==> config.mk <==
export PLATFORM = sky130hd
export DESIGN_NAME = bus_width_adapter
export DESIGN_NICKNAME = d
export VERILOG_FILES = /design/src/rtl/bwa_pkg.sv /design/src/rtl/bwa_cfg_latch.sv /design/src/rtl/bwa_pass.sv /design/src/rtl/bwa_join.sv /design/src/rtl/bwa_split.sv /design/src/rtl/bus_width_adapter.sv
export SDC_FILE = /design/constraint.sdc
export NUM_CORES = 1
export LEC_CHECK = 0
export BUFFER_PORTS_ARGS = -buffer_cell sky130_fd_sc_hd__buf_4
export CORE_MARGIN = 4
export CORE_UTILIZATION = 64
export CTS_CLUSTER_SIZE = 14
export DETAILED_ROUTE_END_ITERATION = 12
export PLACE_DENSITY = 0.82
export REMOVE_ABC_BUFFERS = 1
export SETUP_SLACK_MARGIN = 0.3
export SYNTH_ARGS = -nofsm -noshare
export SYNTH_HDL_FRONTEND = slang
export SYNTH_HIERARCHICAL = 1
export SYNTH_SLANG_ARGS = --single-unit
==> constraint.sdc <==
create_clock -name clk -period 4.9 [get_ports clk]
set_input_delay 1.47 -clock clk [delete_from_list [all_inputs] [get_ports clk]]
set_output_delay 1.47 -clock clk [all_outputs]
set_load 0.02 [all_outputs]
==> src/rtl/bwa_pkg.sv <==
package bwa_pkg;

   typedef enum logic [1:0] {
      BWA_PASS_WIDE   = 2'd0,
      BWA_PASS_NARROW = 2'd1,
      BWA_JOIN        = 2'd2,
      BWA_SPLIT       = 2'd3
   } bwa_mode_e;

   function automatic bwa_mode_e bwa_mode_of(input logic in_narrow, input logic out_narrow);
      bwa_mode_e m;
      case ({in_narrow, out_narrow})
         2'b00:   m = BWA_PASS_WIDE;
         2'b11:   m = BWA_PASS_NARROW;
         2'b10:   m = BWA_JOIN;
         default: m = BWA_SPLIT;
      endcase
      return m;
   endfunction

endpackage

==> src/rtl/bwa_cfg_latch.sv <==
module bwa_cfg_latch
   import bwa_pkg::*;
(
   input  logic      clk,
   input  logic      rst_n,
   input  logic      cfg_in_narrow,
   input  logic      cfg_out_narrow,
   input  logic      cfg_little,
   output bwa_mode_e mode,
   output logic      little
);

   bwa_mode_e mode_q;
   logic      little_q;

   // Capture only while reset is held; hold afterwards.
   always_ff @(posedge clk) begin
      if (!rst_n) begin
         mode_q   <= bwa_mode_of(cfg_in_narrow, cfg_out_narrow);
         little_q <= cfg_little;
      end
   end

   assign mode   = mode_q;
   assign little = little_q;

endmodule

==> src/rtl/bwa_pass.sv <==
module bwa_pass #(
   parameter int W = 18
) (
   input  logic         clk,
   input  logic         rst_n,
   input  logic         in_valid,
   output logic         in_ready,
   input  logic [W-1:0] in_word,
   output logic         out_valid,
   input  logic         out_ready,
   output logic [W-1:0] out_word
);

   logic         v_q;
   logic [W-1:0] d_q;
   logic         acc;

   assign in_ready = !v_q || out_ready;
   assign acc      = in_valid && in_ready;

   always_ff @(posedge clk) begin
      if (!rst_n) begin
         v_q <= 1'b0;
         d_q <= '0;
      end else if (acc) begin
         v_q <= 1'b1;
         d_q <= in_word;
      end else if (out_ready) begin
         v_q <= 1'b0;
      end
   end

   assign out_valid = v_q;
   assign out_word  = d_q;

endmodule

==> src/rtl/bwa_join.sv <==
module bwa_join #(
   parameter int HALF_W = 9,
   localparam int FULL_W = 2 * HALF_W
) (
   input  logic              clk,
   input  logic              rst_n,
   input  logic              little,
   input  logic              in_valid,
   output logic              in_ready,
   input  logic [HALF_W-1:0] in_half,
   output logic              out_valid,
   input  logic              out_ready,
   output logic [FULL_W-1:0] out_word
);

   logic              hold_v, word_v;
   logic [HALF_W-1:0] hold_q;
   logic [FULL_W-1:0] word_q;
   logic              acc;

   // A first half always fits once the holding slot is free;
   // a second half needs the word slot free or draining.
   assign in_ready = !hold_v || !word_v || out_ready;
   assign acc      = in_valid && in_ready;

   always_ff @(posedge clk) begin
      if (!rst_n) begin
         hold_v <= 1'b0;
         word_v <= 1'b0;
         hold_q <= '0;
         word_q <= '0;
      end else begin
         if (acc && !hold_v) begin
            hold_q <= in_half;
            hold_v <= 1'b1;
         end
         if (acc && hold_v) begin
            word_q <= little ? {in_half, hold_q} : {hold_q, in_half};
            word_v <= 1'b1;
            hold_v <= 1'b0;
         end else if (word_v && out_ready) begin
            word_v <= 1'b0;
         end
      end
   end

   assign out_valid = word_v;
   assign out_word  = word_q;

endmodule

==> src/rtl/bwa_split.sv <==
module bwa_split #(
   parameter int HALF_W = 9,
   localparam int FULL_W = 2 * HALF_W
) (
   input  logic              clk,
   input  logic              rst_n,
   input  logic              little,
   input  logic              in_valid,
   output logic              in_ready,
   input  logic [FULL_W-1:0] in_word,
   output logic              out_valid,
   input  logic              out_ready,
   output logic [HALF_W-1:0] out_half
);

   logic              buf_v, second;
   logic [FULL_W-1:0] buf_q;
   logic [HALF_W-1:0] hi_h, lo_h, first_h, last_h;
   logic              pop, done;

   assign hi_h    = buf_q[FULL_W-1:HALF_W];
   assign lo_h    = buf_q[HALF_W-1:0];
   assign first_h = little ? lo_h : hi_h;
   assign last_h  = little ? hi_h : lo_h;

   assign pop      = buf_v && out_ready;
   assign done     = pop && second;
   assign in_ready = !buf_v || done;

   always_ff @(posedge clk) begin
      if (!rst_n) begin
         buf_v  <= 1'b0;
         second <= 1'b0;
         buf_q  <= '0;
      end else if (in_valid && in_ready) begin
         buf_q  <= in_word;
         buf_v  <= 1'b1;
         second <= 1'b0;
      end else if (done) begin
         buf_v  <= 1'b0;
         second <= 1'b0;
      end else if (pop) begin
         second <= 1'b1;
      end
   end

   assign out_valid = buf_v;
   assign out_half  = second ? last_h : first_h;

endmodule

==> src/rtl/bus_width_adapter.sv <==
module bus_width_adapter
   import bwa_pkg::*;
#(
   parameter int HALF_W = 9,
   localparam int FULL_W = 2 * HALF_W
) (
   input  logic              clk,
   input  logic              rst_n,
   input  logic              cfg_in_narrow,
   input  logic              cfg_out_narrow,
   input  logic              cfg_little,
   input  logic              in_valid,
   output logic              in_ready,
   input  logic [FULL_W-1:0] in_data,
   output logic              out_valid,
   input  logic              out_ready,
   output logic [FULL_W-1:0] out_data
);

   generate
      if (HALF_W < 1) begin : g_bad_width
         $error("bus_width_adapter: HALF_W must be at least 1");
      end
   endgenerate

   bwa_mode_e mode;
   logic      little;

   bwa_cfg_latch u_cfg (
      .clk            (clk),
      .rst_n          (rst_n),
      .cfg_in_narrow  (cfg_in_narrow),
      .cfg_out_narrow (cfg_out_narrow),
      .cfg_little     (cfg_little),
      .mode           (mode),
      .little         (little)
   );

   logic              narrow_in;
   logic [FULL_W-1:0] din_m;

   assign narrow_in = (mode == BWA_PASS_NARROW) || (mode == BWA_JOIN);
   assign din_m     = narrow_in ? {{HALF_W{1'b0}}, in_data[HALF_W-1:0]} : in_data;

   logic              pw_rdy, pn_rdy, jn_rdy, sp_rdy;
   logic              pw_ov,  pn_ov,  jn_ov,  sp_ov;
   logic [FULL_W-1:0] pw_d,   pn_d,   jn_d;
   logic [HALF_W-1:0] sp_d;

   bwa_pass #(.W(FULL_W)) u_pass_wide (
      .clk       (clk),
      .rst_n     (rst_n),
      .in_valid  (in_valid && (mode == BWA_PASS_WIDE)),
      .in_ready  (pw_rdy),
      .in_word   (din_m),
      .out_valid (pw_ov),
      .out_ready (out_ready),
      .out_word  (pw_d)
   );

   bwa_pass #(.W(FULL_W)) u_pass_narrow (
      .clk       (clk),
      .rst_n     (rst_n),
      .in_valid  (in_valid && (mode == BWA_PASS_NARROW)),
      .in_ready  (pn_rdy),
      .in_word   (din_m),
      .out_valid (pn_ov),
      .out_ready (out_ready),
      .out_word  (pn_d)
   );

   bwa_join #(.HALF_W(HALF_W)) u_join (
      .clk       (clk),
      .rst_n     (rst_n),
      .little    (little),
      .in_valid  (in_valid && (mode == BWA_JOIN)),
      .in_ready  (jn_rdy),
      .in_half   (din_m[HALF_W-1:0]),
      .out_valid (jn_ov),
      .out_ready (out_ready),
      .out_word  (jn_d)
   );

   bwa_split #(.HALF_W(HALF_W)) u_split (
      .clk       (clk),
      .rst_n     (rst_n),
      .little    (little),
      .in_valid  (in_valid && (mode == BWA_SPLIT)),
      .in_ready  (sp_rdy),
      .in_word   (din_m),
      .out_valid (sp_ov),
      .out_ready (out_ready),
      .out_half  (sp_d)
   );

   logic              sel_rdy, sel_ov;
   logic [FULL_W-1:0] sel_d;

   always_comb begin
      case (mode)
         BWA_PASS_WIDE:   begin sel_rdy = pw_rdy; sel_ov = pw_ov; sel_d = pw_d; end
         BWA_PASS_NARROW: begin sel_rdy = pn_rdy; sel_ov = pn_ov; sel_d = pn_d; end
         BWA_JOIN:        begin sel_rdy = jn_rdy; sel_ov = jn_ov; sel_d = jn_d; end
         default:         begin sel_rdy = sp_rdy; sel_ov = sp_ov;
                                sel_d = {{HALF_W{1'b0}}, sp_d}; end
      endcase
   end

   assign in_ready  = rst_n && sel_rdy;
   assign out_valid = sel_ov;
   assign out_data  = sel_d;

endmodule

==> flow_summary_export.csv, run 1 <==
group,metric,value,unit
cells_and_area,layout.cells.most_common,"nand2_1",
timing,max_freq,0.253,GHz
cts,cts_tree,"done",
synth,yosysTopAreaCell,"dfxtp_1",
synth,yosysTopAreaCellShare,38.3,%
critical_path,crit_buf_inv,3,
route,routed_wl,10.3,mm
route,drc,0,
grt,grt.total_usage,25.2,%
route,top_layer,"met4",
worst_hold_path,hp-start,"u_split/buf_q[13]$_SDFFE_PN0P_",
timing,final-setup-viol-count,0,
critical_path,crit_family,"XOR/XNOR gates",
cells_and_area,n_antenna_cell,0,
synth,post_synth_num_cell_types,33,
critical_path,startpoint,"u_cfg/little$_DFFE_PN_",
route,route.met3.wl,399,um
run,maxCapViolCount,0,
grt,grt_pass1_wl,17.1,mm
timing,period_minus_slack,3960,ps
critical_path,arrival,2490,ps
timing,drv_slew,0,
critical_path,reg2reg_setup_slack,1910,ps
timing,hold_ws,459,ps
cts,cts_buffers,9,
place,gp_congestion,0.773,
critical_path,startpoint_type,"register",
cells_and_area,layout_common_cells,"128 x nand2_1, 87 x dfxtp_1, 82 x mux2i_1",
pwr,p_leak,2.18,nW
worst_hold_path,hold_path_class,"reg2reg",
worst_hold_path,hold_depth,2,
cells_and_area,drive_gt1_share,15.6,%
critical_path,path_max_fanout,19,
place,place_ws,1060,ps
grt,antenna_found_initial,0,
pwr,irDropWorstVdd,0.000187,V
route,met1_length,4.52,mm
pwr,cellPowerDensity,327,mW/mm^2
route,final_antenna_net_count,0,
floorplanning,std_cell_rows,30,
place,numPortBuffers,44,
timing,finalCritPeriodShare,80.8,%
cts,ctsHoldBuffers,0,
cts,cts_sinks,90,
synth,synth-seq-cells,90,
cts,root_buffer,"clkbuf_8",
synth,syn_area,0.00454,mm^2
route,vias,3582,
floorplanning,io_pins,45,
critical_path,end_kind,"output pin",
run_status,status,"finished, final reports clean",
floorplanning,die-area,0.00851,mm^2
cts,clockBufferDepth,2,
grt,grt_max_degree,87,
timing,tns,0,ps
critical_path,worstReg2RegStart,"u_cfg/mode[0]$_DFFE_PN_",
critical_path,reg2reg_depth,6,
cts,cts_resized,0,
cts,cts_setup_buffers,0,
route,drt_pass1_iterations,5,
floorplanning,start_util,66.5,%
timing,skew,8.56,ps
worst_hold_path,min_to,"u_split/buf_q[13]$_SDFFE_PN0P_",
critical_path,r2r-end,"u_join/out_word[12]$_SDFFE_PN0P_",
synth,seq_area_frac_synth,40.3,%
critical_path,max_stage_delay,700,ps
timing,rsz0062_at_grt,"false",
timing,max-slew-margin-rel,17.0,%
grt,grt_pass1_vias,3573,
cts,clkLatencyLatePin,350,ps
timing,max_slew.worst_pin.slew,1240,ps
grt,overflow,0,
synth,syn_inst,488,
synth,synth.avg_cell_area,9.31,um^2
cts,h-tree-depth,3,
critical_path,path_cells,"buf_4, xor2_2, mux2_2, inv_1, mux2i_1, buf_4",
floorplanning,core,0.00683,mm^2
synth,ys_top_cells_by_area,"dfxtp_1 38%, mux2i_1 18%, nand2_1 11%, a222oi_1 4.2%, o211a_1 4.0%",
critical_path,cp_data_required_time,3430,ps
route,wl_per_cell,17.0,um
route,wl_met2,5.18,mm
floorplanning,die_w,92.3,um
cells_and_area,syn2layout_area_growth,9.78,%
critical_path,crit_top_cell,"buf_4",
critical_path,cpMaxStageDelayCell,"xor2_2",
critical_path,crit_type,"reg2out",
cells_and_area,nets,540,
floorplanning,dieHeight,92.3,um
place,hpwl,6.22,mm
timing,hold_viol,0,
cts,path_clk_slew,90,ps
timing,worst_slack,940,ps
route,vias_per_cell,5.88,
route,dr.first_iter.drc_count,261,
synth,synth_warnings,6,
routing by layer:
metal / track usage (%) / vias to the layer above
met5: 0 / -
met4: 11.9 / 0
met3: 4.43 / 21
met2: 42.6 / 86
met1: 31.2 / 1759
li1: - / 1716
worst max path at each step:
stage | cells past startpoint | to
finish | 6 | out_data[7]
global placement | 6 | in_ready
CTS | 6 | out_data[1]
floorplan | 4 | in_ready
global route | 6 | out_data[1]
detailed placement | 6 | in_ready
final cells by class:
type,count,area (um^2)
flip-flops and latches,90,1830
clock inverters,4,98.8
well taps,96,120
multi-input cells,339,2360
fillers,531,1840
clock buffers,12,145
inverters,20,75.1
repair buffers,48,360
flip-flops by register name (all words and copies together), names as in the netlist:
signal	cells
u_cfg/little	1
u_cfg/mode	2
u_join/hold_q	9
u_join/hold_v	1
u_join/out_valid	1
u_join/out_word	18
u_pass_narrow/out_valid	1
u_pass_narrow/out_word	18
u_pass_wide/out_valid	1
u_pass_wide/out_word	18
u_split/buf_q	18
u_split/out_valid	1
u_split/second	1
stage by stage:
stage	cell area (um^2)	instances	total power, mW	utilization (%)
floorplan	4260	449	0.938	-
global placement	4740	593	1.03	69.4
detailed placement	4740	593	1.03	69.4
CTS	4990	609	1.63	73.0
global route	4990	609	1.69	73.0
finish	4990	609	1.63	73.0
logic make-up (layout without fill, tap and decap cells):
family	Yosys count	after routing	synth area share, %
and+or+nand+nor	184	184	17.9
AOI/OAI and AO/OA	56	56	11.3
xor gates and xnor gates	1	1	0.358
muxes	91	91	20.3
buffers and inverters	59	84	7.88
adders and majority gates	7	7	1.93
DFF	90	90	40.3
report_power, final:
part	internal [mW]	switching, mW	leakage (nW)
Sequential	0.764	0.0177	0.734
Clock	0.354	0.255	0.121
Combinational	0.0931	0.146	1.33
Total	1.21	0.419	2.18
synthesized netlist by cell type, drive strengths merged:
master  count
nand3      18
buf        27
nor2       11
and3        1
mux2i      82
and2b       1
o21ai       1
nand2b      5
ha          7
a21oi       1
a21boi     12
nand2     128
mux2        9
or2         1
and2        8
clkbuf     12
xor2        1
a221oi      1
dfxtp      87
a222oi     19
edfxtp      3
a22oi       1
nor2b      11
o21a        3
o211a      18
inv        20
worst min-delay path: stages (launching register included):
cell     delay, ps
dfxtp_1        320
nand2_1         50
mux2i_1         50
Power figures use the tool's default switching activity.
==> run 2, diff against run 1 <==
- CORE_UTILIZATION: 64 -> 53
- PLACE_DENSITY: 0.82 -> 0.73
- clock period: 4.9 -> 3.4 ns (I/O delays scaled with it)
==> run 2 against run 1 <==
  * Combinational power is 47% higher
  * Flip-flop and latch count stayed put
  * Clock skew is 0.86 ps lower
  * Count of clock-buffer cells in the layout is 1 lower
  * Power is 39% higher
  * Critical endpoint is now out_data[6]
  * Highest routed layer unchanged
==> flow_summary_export.csv, run 2 (same netlist as run 1, synthesis figures left out) <==
group,metric,value,unit
place,place_area,0.00482,mm^2
pwr,power,2.27,mW
cells_and_area,postLayoutCellArea,0.00505,mm^2
timing,skew,7.69,ps
cells_and_area,drive_gt1_share,17.4,%
route,dr.first_iter.drc_count,207,
cts,ctsHoldBuffers,0,
route,drc,0,
route,final_antenna_net_count,0,
cts,cts_buffers,9,
floorplanning,dieHeight,101,um
run,maxCapViolCount,0,
cts,h-tree-depth,3,
cells_and_area,n_antenna_cell,0,
run_status,status,"finished, final reports clean",
cells_and_area,final_util,61.1,%
critical_path,cpMaxStageDelayCell,"edfxtp_1",
floorplanning,std_cell_rows,33,
cts,cts_tree,"done",
route,wl_per_cell,16.4,um
floorplanning,start_util,55.0,%
timing,tns,0,ps
floorplanning,die-area,0.0101,mm^2
route,routed_wl,10.3,mm
timing,drv_slew,0,
critical_path,crit_type,"reg2out",
timing,hold_viol,0,
grt,antenna_found_initial,0,
floorplanning,core,0.00826,mm^2
grt,grt.total_usage,21.1,%
floorplanning,die_w,101,um
route,vias_per_cell,5.58,
critical_path,path_max_fanout,21,
place,gp_congestion,0.753,
grt,grt_pass1_wl,16.8,mm
cells_and_area,final_cells,627,
pwr,irDropWorstVdd,0.000251,V
timing,max_slew.worst_pin.slew,785,ps
grt,grt_max_degree,85,
timing,max_freq,0.340,GHz
critical_path,end_kind,"output pin",
critical_path,startpoint_type,"register",
cells_and_area,layout.cells.most_common,"nand2_1",
place,numPortBuffers,44,
cts,cts_sinks,90,
route,drt_pass1_iterations,5,
timing,final-setup-viol-count,0,
pwr,cellPowerDensity,449,mW/mm^2
critical_path,path_cells,"inv_1, ha_1, buf_6, a222oi_1, mux2i_1, buf_4",
critical_path,max_stage_delay,410,ps
timing,finalCritPeriodShare,86.5,%
worst_hold_path,hold_path_class,"reg2reg",
grt,grt_pass1_vias,3550,
timing,rsz0062_at_grt,"false",
timing,period_minus_slack,2940,ps
pwr,p_leak,2.21,nW
floorplanning,io_pins,45,
cells_and_area,syn2layout_area_growth,11.1,%
cts,cts_setup_buffers,0,
critical_path,arrival,1920,ps
grt,overflow,0,
cts,root_buffer,"clkbuf_8",
cts,path_clk_slew,90,ps
route,vias,3499,
place,hpwl,6.49,mm
cts,clkLatencyLatePin,360,ps
cells_and_area,layout_common_cells,"128 x nand2_1, 87 x dfxtp_1, 82 x mux2i_1",
place,placedCellCount,611,
timing,max-slew-margin-rel,47.7,%
critical_path,cp_data_required_time,2380,ps
cells_and_area,nets,549,
cts,clockBufferDepth,2,
[run 2: timing repair]
action	in CTS	in global routing
setup endpoints to repair	0	2
gates resized for setup	0	1
endpoints found under the hold margin	0	0
[run 2: worst paths after layout]
check | start | end | slack (ps) | cells after the start
max | u_cfg/mode[0]$_DFFE_PN_ | out_data[6] | 460 | 6
min | u_split/buf_q[11]$_SDFFE_PN0P_ | u_split/buf_q[11]$_SDFFE_PN0P_ | 460 | 2
max reg2reg | u_cfg/mode[0]$_DFFE_PN_ | u_join/out_word[4]$_SDFFE_PN0P_ | 1190 | 7
min reg2reg | u_split/buf_q[11]$_SDFFE_PN0P_ | u_split/buf_q[11]$_SDFFE_PN0P_ | 460 | 2
[run 2: final cells by class]
type                       instances  area, um^2
tap                              105         131
fill                             728        3210
clock inverter                     5        60.1
clock buffer                      11         163
multi-input combinational        339        2360
timing repair buffer              57         432
inverter                          20        75.1
sequential                        90        1830
[run 2: routing by layer]
layer	routed length, um	global-route usage, %	vias to the layer above	part of all wire (%)
met2	5020	37.5	79	49
met1	4640	25.9	1685	45
met3	484	2.84	10	4.7
met4	114	7.46	0	1.1
li1	-	-	1725	-
met5	0	0	-	0
[run 2: power breakdown]
group | total (mW) | switching (mW) | internal, mW
clock | 0.790 | 0.386 | 0.404
combinational | 0.351 | 0.208 | 0.143
sequential | 1.13 | 0.0256 | 1.10
total | 2.27 | 0.619 | 1.65
[run 2: through the flow]
stage,setup slack [ps],hold WS [ps]
finish,459,462
global route,316,477
CTS,378,463
detailed placement,493,447
global placement,521,439
floorplan,496,431
[run 2: critical path, delay by kind of cell (launching register included)]
kind,cells,cell delay (ps)
buffers and inverters,3,430
DFF,1,410
AOI/OAI and AO/OA,1,390
adders and majority gates,1,210
muxes,1,120
